### src/rtl/cal_pkg.sv
package cal_pkg;

  // Add one to a two-digit BCD value (no wrap handling beyond 99).
  function automatic logic [7:0] bcd2_inc(input logic [7:0] v);
    logic [7:0] r;
    if (v[3:0] == 4'd9) r = {v[7:4] + 4'd1, 4'd0};
    else                r = {v[7:4], v[3:0] + 4'd1};
    return r;
  endfunction

  // Divisible by four, taken on two BCD digits: an even tens digit needs
  // ones in {0,4,8}; an odd tens digit needs ones in {2,6}.
  function automatic logic bcd2_div4(input logic [7:0] v);
    logic [3:0] ones;
    ones = v[3:0];
    if (!v[4]) return (ones == 4'd0) || (ones == 4'd4) || (ones == 4'd8);
    else       return (ones == 4'd2) || (ones == 4'd6);
  endfunction

  // Leap test on four BCD digits. A nonzero low pair decides by itself;
  // a zero low pair means a century, decided by the high pair.
  function automatic logic bcd4_leap(input logic [15:0] y);
    if (y[7:0] != 8'h00) return bcd2_div4(y[7:0]);
    else                 return bcd2_div4(y[15:8]);
  endfunction

  // Last day of a BCD month.
  function automatic logic [7:0] bcd_last_day(input logic [7:0] m, input logic leap);
    logic [7:0] r;
    case (m)
      8'h02:                      r = leap ? 8'h29 : 8'h28;
      8'h04, 8'h06, 8'h09, 8'h11: r = 8'h30;
      default:                    r = 8'h31;
    endcase
    return r;
  endfunction

endpackage

### src/rtl/cal_leap_detect.sv
module cal_leap_detect #(
  parameter int DIGITS = 4
) (
  input  logic [4*DIGITS-1:0] year,
  output logic                leap
);
  import cal_pkg::*;
  localparam int YW = 4 * DIGITS;

  logic [15:0] y4;
  generate
    if (YW >= 16) begin : g_wide
      assign y4 = year[15:0];
    end else begin : g_narrow
      assign y4 = {{(16 - YW){1'b0}}, year};
    end
  endgenerate

  assign leap = bcd4_leap(y4);
endmodule

### src/rtl/cal_month_len.sv
module cal_month_len (
  input  logic [7:0] mon,
  input  logic       leap,
  output logic [7:0] last_day
);
  import cal_pkg::*;
  assign last_day = bcd_last_day(mon, leap);
endmodule

### src/rtl/cal_year_counter.sv
module cal_year_counter #(
  parameter int              DIGITS    = 4,
  parameter logic [4*DIGITS-1:0] RESET_VAL = 16'h2000
) (
  input  logic                clk,
  input  logic                rst_n,
  input  logic                load,
  input  logic [4*DIGITS-1:0] load_val,
  input  logic                step,
  output logic [4*DIGITS-1:0] year
);
  logic [DIGITS:0] carry;
  assign carry[0] = step;

  generate
    for (genvar i = 0; i < DIGITS; i++) begin : g_digit
      logic [3:0] q;
      assign carry[i+1] = carry[i] && (q == 4'd9);
      always_ff @(posedge clk) begin
        if (!rst_n)        q <= RESET_VAL[4*i +: 4];
        else if (load)     q <= load_val[4*i +: 4];
        else if (carry[i]) q <= (q == 4'd9) ? 4'd0 : q + 4'd1;
      end
      assign year[4*i +: 4] = q;
    end
  endgenerate
endmodule

### src/rtl/date_keeper.sv
module date_keeper #(
  parameter int          YEAR_DIGITS = 4,
  parameter logic [7:0]  RESET_DAY   = 8'h01,
  parameter logic [7:0]  RESET_MON   = 8'h01,
  parameter logic [15:0] RESET_YEAR  = 16'h2000
) (
  input  logic        clk,
  input  logic        rst_n,
  input  logic        day_tick,
  input  logic        ld_en,
  input  logic [7:0]  ld_day,
  input  logic [7:0]  ld_mon,
  input  logic [15:0] ld_year,
  output logic [7:0]  day_bcd,
  output logic [7:0]  mon_bcd,
  output logic [15:0] year_bcd
);
  import cal_pkg::*;
  localparam int YW = 4 * YEAR_DIGITS;

  logic [7:0] day_q, mon_q;
  logic       leap_now, leap_ld;
  logic [7:0] last_now, last_ld;
  logic [7:0] day_ld_fix;

  // Named internal events, used by the checker.
  logic day_wrap;   // tick lands on the month's last day
  logic mon_wrap;   // ... and the month is December
  logic year_step;  // year counter advances this edge

  cal_leap_detect #(.DIGITS(YEAR_DIGITS)) u_leap_now (.year(year_bcd), .leap(leap_now));
  cal_leap_detect #(.DIGITS(YEAR_DIGITS)) u_leap_ld  (.year(ld_year),  .leap(leap_ld));
  cal_month_len u_len_now (.mon(mon_q),  .leap(leap_now), .last_day(last_now));
  cal_month_len u_len_ld  (.mon(ld_mon), .leap(leap_ld),  .last_day(last_ld));

  assign day_wrap  = day_tick && (day_q == last_now);
  assign mon_wrap  = day_wrap && (mon_q == 8'h12);
  assign year_step = mon_wrap && !ld_en;

  always_comb begin
    if (ld_day == 8'h00)      day_ld_fix = 8'h01;
    else if (ld_day > last_ld) day_ld_fix = last_ld;
    else                       day_ld_fix = ld_day;
  end

  always_ff @(posedge clk) begin
    if (!rst_n) begin
      day_q <= RESET_DAY;
      mon_q <= RESET_MON;
    end else if (ld_en) begin
      day_q <= day_ld_fix;
      mon_q <= ld_mon;
    end else if (day_tick) begin
      if (day_wrap) begin
        day_q <= 8'h01;
        mon_q <= mon_wrap ? 8'h01 : bcd2_inc(mon_q);
      end else begin
        day_q <= bcd2_inc(day_q);
      end
    end
  end

  cal_year_counter #(.DIGITS(YEAR_DIGITS), .RESET_VAL(RESET_YEAR[YW-1:0])) u_year (
    .clk(clk), .rst_n(rst_n), .load(ld_en), .load_val(ld_year[YW-1:0]),
    .step(year_step), .year(year_bcd[YW-1:0])
  );

  generate
    if (YW < 16) begin : g_pad
      assign year_bcd[15:YW] = '0;
    end
  endgenerate

  assign day_bcd = day_q;
  assign mon_bcd = mon_q;
endmodule

### config.mk
export PLATFORM = sky130hd
export DESIGN_NAME = date_keeper
export DESIGN_NICKNAME = d
export VERILOG_FILES = /design/src/rtl/cal_pkg.sv /design/src/rtl/cal_leap_detect.sv /design/src/rtl/cal_month_len.sv /design/src/rtl/cal_year_counter.sv /design/src/rtl/date_keeper.sv
export SDC_FILE = /design/constraint.sdc
export NUM_CORES = 1
export LEC_CHECK = 0
export BUFFER_PORTS_ARGS = -buffer_cell sky130_fd_sc_hd__buf_2
export CORE_MARGIN = 3
export CORE_UTILIZATION = 43
export CTS_CLUSTER_SIZE = 12
export DETAILED_ROUTE_END_ITERATION = 12
export PLACE_DENSITY = 0.7
export SLEW_MARGIN = 15
export SYNTH_ARGS = -nofsm -noshare
export SYNTH_HDL_FRONTEND = slang
export SYNTH_SLANG_ARGS = --single-unit
### constraint.sdc
create_clock -name clk -period 2.7 [get_ports clk]
set_input_delay 0.54 -clock clk [delete_from_list [all_inputs] [get_ports clk]]
set_output_delay 0.54 -clock clk [all_outputs]
set_load 0.05 [all_outputs]
==> flow_metrics.env <==
export IMPL_cp_slowest_cell="or4_4"
export IMPL_start_kind="input pin"
export IMPL_async_flop_share=0
export IMPL_grt_pass1_vias=2786
export IMPL_synth_cell_types=58
export IMPL_placementRows=26
export IMPL_cts_root_buf="clkbuf_8"
export IMPL_powerDensity_mw_per_mm2=411
export IMPL_io_pins=68
export IMPL_tightest_slew_ns=0.539
export IMPL_cts_clk_slew_worst_paths_ns=0.07
export IMPL_seqPwrFrac=0.369
export IMPL_drive_gt1_frac=0.404
export IMPL_intPower_uw=927
export IMPL_die_w_um=81.8
export IMPL_fin_hold_ws_ns=0.481
export IMPL_synthCells=329
export IMPL_syn2layout_area_growth_pct=43.9
export IMPL_core_area_sq_mm=0.00534
export IMPL_path_delay_family="simple AND/OR/NAND/NOR gates"
export IMPL_syn_num_nets=374
export IMPL_outcome="complete, but fails checks"
export IMPL_p_sw_frac=0.364
export IMPL_worstSetupPathType="input pin to register"
export IMPL_start_util=0.462
export IMPL_numClockSinks=32
export IMPL_path_cells="buf_6 -> or4_4 -> nor4_4 -> o41ai_4 -> ha_1 -> nand4_1 -> a211oi_2 -> a21o_2 -> mux2_4 -> o32ai_2 -> o211ai_1"
export IMPL_drv_slew=0
export IMPL_setup_viol=3
export IMPL_rsz0062_at_grt="yes"
export IMPL_netlist_area_sq_mm=0.00247
export IMPL_utilization=0.665
export IMPL_drc_errors=0
export IMPL_ys_flop_type="dfxtp_1"
export IMPL_period_share=1.03
export IMPL_ys_warn_count=0
export IMPL_io_buffers=67
export IMPL_min_path_type="input pin to register"
export IMPL_slew_headroom=0.640
export IMPL_syn_avg_cell_area_sq_um=7.50
export IMPL_tritoncts="yes"
export IMPL_ys_ff_latch=32
export IMPL_hold_buffers=0
export IMPL_power_share_clock=0.279
export IMPL_die_area_sq_mm=0.00668
export IMPL_vias=2920
export IMPL_crit_required_ns=2.85
export IMPL_grt_pass1_wl_um=12600
export IMPL_grt_use_met2=0.426
export IMPL_finClkSkew_ns=0.00425
export IMPL_grt_use_met1=0.298
export IMPL_postRouteAntennaNets=0
export IMPL_finalHoldViolations=0
export IMPL_vias_per_cell=5.77
export IMPL_cp_arrival_ns=2.93
export IMPL_yosysSeqAreaShare=0.260
export IMPL_nNetsFinal=481
export IMPL_dp_final_hpwl_um=5710
export IMPL_drt_pass1_iter_count=7
export IMPL_cts_max_level=2
export IMPL_dp_slack_ns=-0.618
export IMPL_track_usage=0.237
export IMPL_wl_per_cell_um=15.4
export IMPL_dpl_cell_area_sq_mm=0.00327
export IMPL_p_leak_nw=1.50
export IMPL_switching_power_uw=531
export IMPL_violations="setup timing"
export IMPL_fmax_mhz=360
export IMPL_routed_wl_um=7800
export IMPL_cts_path_max_buffers=2
export IMPL_met3_usage=0.0373
export IMPL_grt_max_degree=20
export IMPL_end_kind="register"
export IMPL_gr_total_overflow=0
export IMPL_path_buf_inv=1
export IMPL_cpPeakStageDelay_ns=0.53
export IMPL_antenna_found_initial=0
export IMPL_busiest_layer="met2"
export IMPL_fin_crit_ns=2.78
export IMPL_cts_buffers=5
export IMPL_combinationalPowerShare=0.352
export IMPL_fp_dieH_um=81.8
export IMPL_place_gp_congestion=0.842
export IMPL_cp_max_fo=6
export IMPL_maxCapViolations=0
export IMPL_setup_ws_ns=-0.0761
export IMPL_synth_edf_count=0
export IMPL_fin_area_sq_mm=0.00355
export IMPL_clock_latency_ns=0.28
export IMPL_num_antenna_cells=0
export IMPL_first_iter_violations=187
export IMPL_ir_worst_vdd_mv=0.302
## flip-flops by register name, summed over array words and instances (netlist names)
register	count
mon_bcd	8
u_year.g_digit.q	16
day_bcd	8
## cell type report
type	instances	area [sq um]
clock buffers	7	96.3
fillers	484	1790
inverters	16	60.1
multi-input cells	259	1860
flip-flops and latches	32	672
well taps	70	87.6
repair buffers	122	773
## final timing paths
kind	endpoint	cells after the start	startpoint	slack (ns)
worst max-delay path	day_bcd[0]	11	ld_year[3]	-0.08
worst min-delay path	u_year.g_digit[3].q[3]	3	ld_year[15]	0.48
worst max register to register	mon_bcd[2]	9	u_year.g_digit[0].q[3]	0.07
worst min register to register	mon_bcd[1]	2	mon_bcd[1]	0.51
## layer usage
metal / vias up / part of all wire
met5: - / 0
met4: 0 / 0.0083
met3: 6 / 0.059
met2: 89 / 0.50
met1: 1371 / 0.43
li1: 1454 / -
## Yosys cell counts (all sizes together) (6+ instances only)
cell,number,area share
dfxtp,32,0.26
o21ai,32,0.065
nand2,27,0.041
nor2,21,0.032
clkbuf,16,0.024
inv,16,0.024
a21oi,15,0.030
nand3,15,0.030
nor3,15,0.030
a31oi,9,0.023
ha,9,0.046
nand4,9,0.023
nor4b,7,0.027
buf,6,0.015
mux2i,6,0.024
nor3b,6,0.018
nor4,6,0.018
xor2,6,0.021
## placed cells by master, fill, tap and decap left out, drive strengths merged, types with 2 or more instances in the layout
cell type  Yosys  routed
buf            6     122
nor3b          6       6
nand4          9       9
o21a           4       4
o21ai         32      32
o221ai         2       2
or4            4       4
and3           4       4
nor2b          4       4
dfxtp         32      32
nor3          15      15
or3            4       4
a21o           2       2
xnor2          3       3
a21oi         15      15
a31oi          9       9
mux2i          6       6
o311a          4       4
a211oi         4       4
o41ai          2       2
nor4b          7       7
clkbuf        16       7
mux2           3       3
nand2b         5       5
nand3         15      15
o211ai         2       2
ha             9       9
xor2           6       6
nand2         27      27
nand3b         4       4
a32o           2       2
or2            2       2
inv           16      16
and2           2       2
nor2          21      21
nor4           6       6
## metrics by stage
stage	cells	total power, mW	setup TNS (ns)
2_1_floorplan	329	0.847	-0.358
5_1_grt	506	1.53	-0.484
6_report	506	1.46	-0.135
3_5_place_dp	498	1.02	-2.70
4_1_cts	506	1.44	-0.295
3_3_place_gp	498	1.02	-2.39
## logic make-up (layout without fill, tap and decap cells)
| logic type | count (synthesis) | in the layout | synth area share |
|---|---|---|---|
| buffers and inverters | 38 | 145 | 0.0634 |
| XOR/XNOR | 9 | 9 | 0.0319 |
| adder cells (fa/ha/maj) | 9 | 9 | 0.0456 |
| AO/OA/AOI/OAI | 95 | 95 | 0.255 |
| multiplexers | 9 | 9 | 0.0380 |
| AND/OR/NAND/NOR | 137 | 137 | 0.306 |
| flip-flops | 32 | 32 | 0.260 |
## worst min-delay path, delay by kind of cell
family	cells	cell delay, ns
buf+inv	1	0.08
simple gates	2	0.12
## timing repair
action                     in CTS  in global routing
buffers inserted                1                  0
setup endpoints to repair      10                 25
gates resized for setup        19                 13
pin swaps                      10                  3
## power by group through the flow
stage          logic [mW]  clock network (mW)  registers, mW
3_5_place_dp        0.479                   0          0.545
5_1_grt             0.555               0.432          0.542
3_3_place_gp        0.473                   0          0.543
2_1_floorplan       0.183                   0          0.663
4_1_cts             0.495               0.413          0.534
6_report            0.513               0.408          0.538
(Power assumes the default switching activity.)
